### src/rtl/drq_pkg.sv
package drq_pkg;

    typedef enum logic [1:0] {
        SLOT_FREE  = 2'd0,
        SLOT_ISSUE = 2'd1,
        SLOT_WAIT  = 2'd2,
        SLOT_READY = 2'd3
    } slot_state_t;

    typedef enum logic [1:0] {
        RSP_QUEUED = 2'd0,
        RSP_RETRY  = 2'd1,
        RSP_DATA   = 2'd2
    } rsp_code_t;

    function automatic rsp_code_t lookup_code(input logic hit, input slot_state_t st);
        if (!hit)
            return RSP_QUEUED;
        return (st == SLOT_READY) ? RSP_DATA : RSP_RETRY;
    endfunction

    function automatic logic is_busy(input slot_state_t st);
        return st != SLOT_FREE;
    endfunction

endpackage

### src/rtl/drq_pick_low.sv
module drq_pick_low #(
    parameter int N  = 8,
    parameter int IW = 3
) (
    input  logic [N-1:0]  vec,
    output logic          found,
    output logic [IW-1:0] idx
);
    always_comb begin
        found = 1'b0;
        idx   = '0;
        for (int i = N - 1; i >= 0; i--) begin
            if (vec[i]) begin
                found = 1'b1;
                idx   = IW'(i);
            end
        end
    end
endmodule

### src/rtl/drq_slot.sv
module drq_slot
    import drq_pkg::*;
#(
    parameter int AW = 32,
    parameter int CW = 4,
    parameter int DW = 32
) (
    input  logic          clk,
    input  logic          rst,
    input  logic          alloc,
    input  logic [AW-1:0] alloc_addr,
    input  logic [CW-1:0] alloc_cmd,
    input  logic          alloc_par,
    input  logic          issue_ack,
    input  logic          fill,
    input  logic [DW-1:0] fill_data,
    input  logic          release_en,
    output slot_state_t   state,
    output logic [AW-1:0] addr,
    output logic [CW-1:0] cmd,
    output logic          par,
    output logic [DW-1:0] data
);
    always_ff @(posedge clk) begin
        if (rst) begin
            state <= SLOT_FREE;
            addr  <= '0;
            cmd   <= '0;
            par   <= 1'b0;
            data  <= '0;
        end else if (release_en) begin
            state <= SLOT_FREE;
        end else if (alloc) begin
            state <= SLOT_ISSUE;
            addr  <= alloc_addr;
            cmd   <= alloc_cmd;
            par   <= alloc_par;
        end else if (issue_ack) begin
            state <= SLOT_WAIT;
        end else if (fill) begin
            state <= SLOT_READY;
            data  <= fill_data;
        end
    end

    // a slot is claimed only while it is free
    a_r2_alloc_free: assert property (@(posedge clk) disable iff (rst)
        alloc |-> state == SLOT_FREE);
    // a slot is issued upstream once, from the not-yet-issued state
    a_r3_single_issue: assert property (@(posedge clk) disable iff (rst)
        issue_ack |-> state == SLOT_ISSUE);
    // data is written only into a slot awaiting it
    a_r9_fill_waiting: assert property (@(posedge clk) disable iff (rst)
        fill |-> state == SLOT_WAIT);
    // only an occupied slot is released
    a_r6_release_busy: assert property (@(posedge clk) disable iff (rst)
        release_en |-> state != SLOT_FREE);
endmodule

### src/rtl/drq_tag_fifo.sv
module drq_tag_fifo #(
    parameter int DEPTH = 8,
    parameter int IW    = 3
) (
    input  logic          clk,
    input  logic          rst,
    input  logic          push,
    input  logic [IW-1:0] push_tag,
    input  logic          pop,
    output logic          valid,
    output logic [IW-1:0] head
);
    localparam int PW = (DEPTH > 1) ? $clog2(DEPTH) : 1;
    localparam int CNTW = $clog2(DEPTH + 1);

    logic [IW-1:0]   mem [DEPTH];
    logic [PW-1:0]   wr_ptr, rd_ptr;
    logic [CNTW-1:0] cnt;

    assign valid = (cnt != '0);
    assign head  = mem[rd_ptr];

    function automatic logic [PW-1:0] bump(input logic [PW-1:0] p);
        return (p == PW'(DEPTH - 1)) ? '0 : p + PW'(1);
    endfunction

    always_ff @(posedge clk) begin
        if (rst) begin
            wr_ptr <= '0;
            rd_ptr <= '0;
            cnt    <= '0;
            for (int i = 0; i < DEPTH; i++)
                mem[i] <= '0;
        end else begin
            if (push) begin
                mem[wr_ptr] <= push_tag;
                wr_ptr      <= bump(wr_ptr);
            end
            if (pop)
                rd_ptr <= bump(rd_ptr);
            if (push && !pop)
                cnt <= cnt + CNTW'(1);
            else if (pop && !push)
                cnt <= cnt - CNTW'(1);
        end
    end

    // arrival-order buffer never overflows
    a_r7_no_overflow: assert property (@(posedge clk) disable iff (rst)
        (push && !pop) |-> cnt < CNTW'(DEPTH));
    // a completion is taken only when one is present
    a_r8_no_underflow: assert property (@(posedge clk) disable iff (rst)
        pop |-> cnt != '0);
endmodule

### src/rtl/delayed_read_queue.sv
module delayed_read_queue
    import drq_pkg::*;
#(
    parameter int DEPTH  = 8,
    parameter int ADDR_W = 32,
    parameter int CMD_W  = 4,
    parameter int DATA_W = 32,
    parameter int TAG_W  = $clog2(DEPTH)
) (
    input  logic              clk,
    input  logic              rst,
    input  logic              split_mode,
    input  logic              req_valid,
    output logic              req_ready,
    input  logic [ADDR_W-1:0] req_addr,
    input  logic [CMD_W-1:0]  req_cmd,
    input  logic              req_par,
    output logic              rsp_valid,
    output logic [1:0]        rsp_code,
    output logic [DATA_W-1:0] rsp_data,
    output logic              up_valid,
    input  logic              up_ready,
    output logic [TAG_W-1:0]  up_tag,
    output logic [ADDR_W-1:0] up_addr,
    output logic [CMD_W-1:0]  up_cmd,
    output logic              up_par,
    input  logic              ret_valid,
    input  logic [TAG_W-1:0]  ret_tag,
    input  logic [DATA_W-1:0] ret_data,
    output logic              ret_err,
    output logic              cpl_valid,
    input  logic              cpl_ready,
    output logic [TAG_W-1:0]  cpl_tag,
    output logic [ADDR_W-1:0] cpl_addr,
    output logic [DATA_W-1:0] cpl_data
);
    slot_state_t       st     [DEPTH];
    logic [ADDR_W-1:0] s_addr [DEPTH];
    logic [CMD_W-1:0]  s_cmd  [DEPTH];
    logic              s_par  [DEPTH];
    logic [DATA_W-1:0] s_data [DEPTH];

    logic [DEPTH-1:0] free_vec, hit_vec, issue_vec;
    logic [DEPTH-1:0] alloc_v, issue_v, fill_v, release_v;
    logic             free_found, hit_found;
    logic [TAG_W-1:0] free_idx, hit_idx;

    logic conv_hit, req_fire, alloc_fire, up_fire, ret_ok, cpl_fire;
    slot_state_t hit_st, ret_st;
    rsp_code_t   code_next;

    logic              rsp_valid_q, ret_err_q;
    rsp_code_t         rsp_code_q;
    logic [DATA_W-1:0] rsp_data_q;

    // per-slot storage and control
    for (genvar g = 0; g < DEPTH; g++) begin : g_slot
        assign free_vec[g]  = (st[g] == SLOT_FREE);
        assign issue_vec[g] = (st[g] == SLOT_ISSUE);
        assign hit_vec[g]   = is_busy(st[g]) && (s_addr[g] == req_addr)
                              && (s_cmd[g] == req_cmd);

        assign alloc_v[g]   = alloc_fire && (free_idx == TAG_W'(g));
        assign issue_v[g]   = up_fire && (up_tag == TAG_W'(g));
        assign fill_v[g]    = ret_ok && (ret_tag == TAG_W'(g));
        assign release_v[g] = (cpl_fire && (cpl_tag == TAG_W'(g)))
                            || (req_fire && conv_hit && (hit_idx == TAG_W'(g))
                                && (st[g] == SLOT_READY));

        drq_slot #(.AW(ADDR_W), .CW(CMD_W), .DW(DATA_W)) u_slot (
            .clk        (clk),
            .rst        (rst),
            .alloc      (alloc_v[g]),
            .alloc_addr (req_addr),
            .alloc_cmd  (req_cmd),
            .alloc_par  (req_par),
            .issue_ack  (issue_v[g]),
            .fill       (fill_v[g]),
            .fill_data  (ret_data),
            .release_en (release_v[g]),
            .state      (st[g]),
            .addr       (s_addr[g]),
            .cmd        (s_cmd[g]),
            .par        (s_par[g]),
            .data       (s_data[g])
        );
    end

    drq_pick_low #(.N(DEPTH), .IW(TAG_W)) u_pick_free (
        .vec (free_vec), .found (free_found), .idx (free_idx)
    );
    drq_pick_low #(.N(DEPTH), .IW(TAG_W)) u_pick_hit (
        .vec (hit_vec), .found (hit_found), .idx (hit_idx)
    );
    drq_pick_low #(.N(DEPTH), .IW(TAG_W)) u_pick_issue (
        .vec (issue_vec), .found (up_valid), .idx (up_tag)
    );

    // request side
    assign conv_hit   = !split_mode && hit_found;
    assign req_ready  = conv_hit || free_found;
    assign req_fire   = req_valid && req_ready;
    assign alloc_fire = req_fire && !conv_hit;
    assign hit_st     = st[hit_idx];
    assign code_next  = lookup_code(conv_hit, hit_st);

    // upstream issue side
    assign up_addr = s_addr[up_tag];
    assign up_cmd  = s_cmd[up_tag];
    assign up_par  = s_par[up_tag];
    assign up_fire = up_valid && up_ready;

    // upstream return side
    assign ret_st = st[ret_tag];
    assign ret_ok = ret_valid && (ret_st == SLOT_WAIT);

    // split completion ordering
    drq_tag_fifo #(.DEPTH(DEPTH), .IW(TAG_W)) u_order (
        .clk      (clk),
        .rst      (rst),
        .push     (ret_ok && split_mode),
        .push_tag (ret_tag),
        .pop      (cpl_fire),
        .valid    (cpl_valid),
        .head     (cpl_tag)
    );
    assign cpl_addr = s_addr[cpl_tag];
    assign cpl_data = s_data[cpl_tag];
    assign cpl_fire = cpl_valid && cpl_ready;

    always_ff @(posedge clk) begin
        if (rst) begin
            rsp_valid_q <= 1'b0;
            rsp_code_q  <= RSP_QUEUED;
            rsp_data_q  <= '0;
            ret_err_q   <= 1'b0;
        end else begin
            rsp_valid_q <= req_fire;
            ret_err_q   <= ret_valid && !ret_ok;
            if (req_fire) begin
                rsp_code_q <= code_next;
                rsp_data_q <= (code_next == RSP_DATA) ? s_data[hit_idx] : '0;
            end
        end
    end

    assign rsp_valid = rsp_valid_q;
    assign rsp_code  = rsp_code_q;
    assign rsp_data  = rsp_data_q;
    assign ret_err   = ret_err_q;

    // every response answers a handshake one cycle earlier
    a_r2_rsp_follows_req: assert property (@(posedge clk) disable iff (rst)
        rsp_valid |-> $past(req_valid && req_ready));
    // an error pulse always follows a return
    a_r9_err_after_ret: assert property (@(posedge clk) disable iff (rst)
        ret_err |-> $past(ret_valid));
    // a stalled completion keeps its tag and data
    a_r8_cpl_hold: assert property (@(posedge clk) disable iff (rst)
        (cpl_valid && !cpl_ready) |=> cpl_valid && $stable(cpl_tag) && $stable(cpl_data));
    // conventional mode never offers a completion
    a_r11_no_cpl_conv: assert property (@(posedge clk) disable iff (rst)
        !split_mode |-> !cpl_valid);
endmodule

### config.mk
export PLATFORM = sky130hd
export DESIGN_NAME = delayed_read_queue
export DESIGN_NICKNAME = d
export VERILOG_FILES = /design/src/rtl/drq_pkg.sv /design/src/rtl/drq_pick_low.sv /design/src/rtl/drq_slot.sv /design/src/rtl/drq_tag_fifo.sv /design/src/rtl/delayed_read_queue.sv
export SDC_FILE = /design/constraint.sdc
export NUM_CORES = 2
export LEC_CHECK = 0
export CORE_UTILIZATION = 45
export DETAILED_ROUTE_END_ITERATION = 12
export DONT_BUFFER_PORTS = 1
export PLACE_DENSITY = 0.71
export SETUP_SLACK_MARGIN = 0.05
export SYNTH_ARGS = -nofsm -noshare
export SYNTH_HDL_FRONTEND = slang
export SYNTH_SLANG_ARGS = --single-unit
### constraint.sdc
create_clock -name clk -period 7.7 [get_ports clk]
set_input_delay 1.155 -clock clk [delete_from_list [all_inputs] [get_ports clk]]
set_output_delay 1.155 -clock clk [all_outputs]
set_load 0.05 [all_outputs]
======== Yosys cells after proc, flatten, opt, wreduce, memory -nomap -nowiden ========
Memories as Yosys holds them, arrays and structs flattened. A register that Yosys moved wholly into a read port is not among the register bits.
Cells that the tools add are included.
cells by class
  $add $sub $neg .......................... 4
  order comparisons ....................... 4
  equality and inequality tests ........... 72
  multiplexer cells ....................... 113
  bitwise logic cells ..................... 28
  reduce and logical (&&, ||, !) cells .... 161
operators with widths
  operator              count
  $bmux W32 S3          4
  $mux W32              9
  $eq A32 B32 Y1        8
  $mux W3               30
  $logic_and A1 B1 Y1   75
  $eq A3 B3 Y1 const B  22
  $mux W2               22
  $mux W1               40
  $reduce_bool A2 Y1    17
  $eq A4 B4 Y1          8
  $reduce_and A4 Y1     8
  $eq A3 B2 Y1 const B  10
  $reduce_or A3 Y1      9
  $not A1 Y1            24
  $reduce_bool A3 Y1    8
  $eq A2 B2 Y1 const B  11
  $eq A2 B1 Y1 const B  8
  $ge A4 B4 Y1 const B  4
  $logic_not A2 Y1      8
  $mux W4               4
  $not A3 Y4            4
  $reduce_and A2 Y1     8
  $reduce_or A2 Y1      8
  $eq A3 B1 Y1 const B  5
  10 further kinds      28
word-level totals
  register bits after elaboration ......... 614
  RAM bits ................................ 24
  input bits .............................. 79
  output and inout port bits .............. 146
  logic and storage cells ................. 438
  memories kept ........................... 1
memory list
  memory       depth  width  rd ports  clocked after memory_dff  wr ports  RTL line            RTL
  u_order.mem  8      3      1         1                         8         drq_tag_fifo.sv:16  logic [IW-1:0] mem [DEPTH];

======== Longest topological paths before layout ========
  depth after elaboration ................. 20
  depth in mapped cells ................... 17
  gate-level depth less buffers ........... 16

======== Hierarchy ========
Synthesis repeated with hierarchy kept, for this count alone.
unflattened totals
  cells, all modules ...................... 3765
  area, all modules ....................... 34772.1 um2
modules (own cells, without submodules)
  module              instances  cells each  area an instance (um2)  sequential area each (um2)
  drq_slot            8          310         2476.1                  1421.4
  delayed_read_queue  1          1108        12948.7                 720.7
  drq_tag_fifo        1          138         1774.2                  980.9
  drq_pick_low        3          13          80.1                    0.0

======== Least setup slack after synthesis ========
No wires, ideal clock.
  path type ............................... register -> output
  from .................................... register (tool-made name)
  to ...................................... output cpl_addr[15]
  arrival time ............................ 3.524 ns
  data required time ...................... 6.545 ns
  slack ................................... 3.021 ns
  stages on the path, launching flop included .. 10
  path buffers ............................ 3
  path through ............................ dfxtp_1 -> clkbuf_1 -> mux4_2 -> mux2i_1 -> clkbuf_1 -> clkbuf_1 -> nand2_1 -> nand3_1 -> nand2_1 -> o21ai_0
RTL lines
  what              RTL line                  RTL
  end: declaration  delayed_read_queue.sv:34  output logic [ADDR_W-1:0] cpl_addr,

======== Worst setup path in the final report ========
  from .................................... register g_slot[1].u_slot.state[0]
  to ...................................... output up_addr[9]
on the way
  longest elaborated chain between the ends .. 7
ends and longest elaborated chain
  what                                          RTL line                   RTL
  start: declaration                            drq_slot.sv:18             output slot_state_t state,
  start signal: assignment                      drq_slot.sv:26             state <= SLOT_FREE;
  start signal: assignment                      drq_slot.sv:32             state <= SLOT_FREE;
  start signal: assignment                      drq_slot.sv:34             state <= SLOT_ISSUE;
  $eq A2 B1 Y1                                  delayed_read_queue.sv:59   assign issue_vec[g] = (st[g] == SLOT_ISSUE);
  $mux W3 (2 in series)                         drq_pick_low.sv:13         if (vec[i]) begin
  named net up_tag[1]                           delayed_read_queue.sv:23   output logic [TAG_W-1:0] up_tag,
  $not A3 Y4 (implied by the code)              delayed_read_queue.sv:108  assign up_addr = s_addr[up_tag];
  $bmux W32 S3                                  delayed_read_queue.sv:108
  $mux W32 (implied by the code) (2 in series)  delayed_read_queue.sv:108
  end: declaration                              delayed_read_queue.sv:24   output logic [ADDR_W-1:0] up_addr,
The timed path passes the listed nets, and every way through them passes these cells. The select of a mux whose other input is x is not followed.

==> flow_summary.toml <==
[synth]
postSynthAreaPerCell_um2 = 7.321
synth.distinct_cells = 84
synth_warnings = 0
ys_ff_latch = 641
synth-edff-count = 24
synth_area_um2 = 37270
syn_nets = 5178
ys.flop_type = "dfxtp_1"
async_flop_share = 0
seq_area_frac_synth = 0.3507
postSynthCellCount = 5091

[power_and_ir_drop]
p_per_area_nw_per_um2 = 263.2
p_sw_frac = 0.4063
switching_power_mw = 4.261
power_frac_clock = 0.349
ir_worst_vdd_v = 0.0001898
comb_power_share = 0.310
p_leak_nw = 15.15
finalPower_mw = 10.49
cellInternalPower_mw = 6.225
seqPwrFrac = 0.341

[cells_and_area]
layout_commonest_cell = "nand2_1"
final_cell_mix = "nand2_1, dfxtp_1, nand3_1"
nets = 4871
syn2layout_area_growth_pct = 6.875
drive_gt1_frac = 0.05187
n_antenna_cell = 0

[placement]
numPortBuffers = 0
place_ws_ps = 2007
place_hpwl_um = 93190
routabilityCongestion = 1.209

[detailed_routing]
top_layer = "met5"
routed_wl_um = 145400
met2_length_um = 61820
vias = 36510
met3_length_um = 18800
drt_iter0_markers = 5101
wl_met1_um = 58190
drc = 0
vias_per_cell = 6.178
ant_nets = 0
drt-pass1-iter-count = 8
avgRoutedWirePerCell_um = 24.61

[clock_tree]
cts_sinks = 641
cts_buffers = 73
path_clk_slew_ps = 60
ctsResizeCount = 0
root_buffer = "clkbuf_16"
cts_max_level = 3
tritoncts = "yes"
cts_hold_buf = 0
clk_latency_ps = 660
clockBufferDepth = 3
post_cts_buffers = 0

[sta]
finalSetupTns_ps = 0
final_hold_viol_count = 0
timing.fmax_ghz = 0.1602
fin_skew_ps = 46.18
setup_viol_count_final = 0
maxSlewHeadroom = -0.6099
maxSlewViolCount = 297
worst_slack_ps = 1458
rsz0062_at_grt = "false"
worst_pin_slew_ps = 2415
min_period_ps = 6242
fin_crit_sh = 0.8106

[setup_path]
worstPathArrival_ps = 5090
worstRegToRegCells = 12
startpoint = "g_slot[1].u_slot.state[0]"
worstSetupPathType = "register to primary output"
endpoint = "up_addr[9]"
end_kind = "primary output"
critPathLaunchType = "register"
crit_chain = "nor2b_1 > nor2_1 > o21ai_4 > buf_4 > clkinv_2 > buf_4 > nand3_1 > nand2_1 > o21ai_1"
r2r_end = "g_slot[5].u_slot.addr[19]"
crit_top_cell = "buf_4"
r2r_start = "g_slot[1].u_slot.addr[30]"
cpPeakStageDelay_ps = 940
cp_max_fo = 40
r2r_slack_ps = 2480
critPathSlowestCell = "clkinv_2"
critPathRequiredTime_ps = 6550

[global_route]
grt_max_degree = 594
grt_pass1_vias = 32880
globalRouteOverflowTotal = 0
grt_pass1_wl_um = 216300
grt_util_all_layers = 0.3330
antenna_found_initial = 2

[floorplan]
die_h_um = 289.8
fp.coreArea_um2 = 81980
fp.dieW_um = 289.8
initial_utilization = 0.4547
rows = 105
dieArea_um2 = 83980
io_pins = 225

[outcome]
violations = "slew limit"
status = "finished with violations"

[worst_hold_path]
hold_class = "register to register"

[flow_run]
cap_violations = 0
==> power groups by stage <==
stage | clock network (mW) | logic (mW) | registers (mW)
floorplan | 0 | 2.40 | 3.60
global placement | 0 | 3.15 | 3.64
detailed placement | 0 | 3.17 | 3.65
CTS | 3.68 | 3.17 | 3.57
global route | 3.83 | 3.37 | 3.59
finish | 3.66 | 3.25 | 3.58
==> kinds of logic after synthesis <==
family,Yosys count,share of synthesized area
compound gates,521,0.08432
xor+xnor,283,0.06650
fa+ha+maj,8,0.002887
buf+inv,473,0.05680
flops,641,0.3507
mux,438,0.1198
simple gates,2727,0.3189
==> flip-flops by register name, indices dropped and copies added (netlist names), 3 cells and up, named ones only <==
register / cells
g_slot.u_slot.cmd: 32
u_order.rd_ptr: 3
g_slot.u_slot.par: 8
u_order.mem: 24
u_order.wr_ptr: 3
g_slot.u_slot.state: 16
g_slot.u_slot.data: 256
u_order.cnt: 4
g_slot.u_slot.addr: 256
rsp_data: 32
==> per-stage QoR <==
step	std cells	hold slack, ps	util	area (µm²)
final	5909	455.0	0.4859	39840
after global routing	5909	474.1	0.4859	39840
after CTS	5909	454.8	0.4859	39830
after detailed placement	5779	446.9	0.4554	37330
after global placement	5779	443.6	0.4554	37330
after floorplan	5091	436.3	-	37270
==> per-layer routing <==
layer	GRT usage	vias to the layer above
met5	0	-
met4	0.1457	2
met3	0.1026	410
met2	0.4925	2267
met1	0.4447	17310
li1	-	16520
==> worst min path at each step <==
stage                                    startpoint                        end  slack (ps)  cells past startpoint
after floorplan           g_slot[3].u_slot.data[29]  g_slot[3].u_slot.data[29]         440                      2
after global placement         g_slot[3].u_slot.par       g_slot[3].u_slot.par         440                      2
after detailed placement       g_slot[2].u_slot.par       g_slot[2].u_slot.par         450                      2
after CTS                      g_slot[2].u_slot.par       g_slot[2].u_slot.par         450                      2
after global routing           g_slot[2].u_slot.par       g_slot[2].u_slot.par         470                      2
final                     g_slot[3].u_slot.data[29]  g_slot[3].u_slot.data[29]         450                      2
==> final cells by class <==
| type | instances | area [µm²] |
|---|---|---|
| clock buffers | 107 | 2125 |
| clock inverters | 23 | 372.9 |
| fillers | 8073 | 42140 |
| inverters | 27 | 117.6 |
| multi-input cells | 3977 | 22290 |
| flip-flops and latches | 641 | 13070 |
| well taps | 1070 | 1339 |
| repair buffers | 64 | 521.8 |
==> critical path, delay by kind of cell (launching register included) <==
family          cells  cell delay (ps)
flops               1              420
buf+inv             3             2090
simple gates        4              860
compound gates      2              960
==> cell usage after synthesis (all sizes together) (32+ instances only) <==
cell type	number	share of area
xnor2	95	0.022
a22oi	61	0.012
a21oi	189	0.026
buf	151	0.024
and2	32	0.0054
dfxtp	617	0.33
clkbuf	295	0.030
xor2	188	0.044
a32o	32	0.0086
nand2	1373	0.14
nand4	63	0.011
nor2	479	0.049
o21ai	183	0.025
nor4	90	0.017
nand3	556	0.075
mux2i	429	0.12
Note: power is estimated with default switching activity, not from simulation.
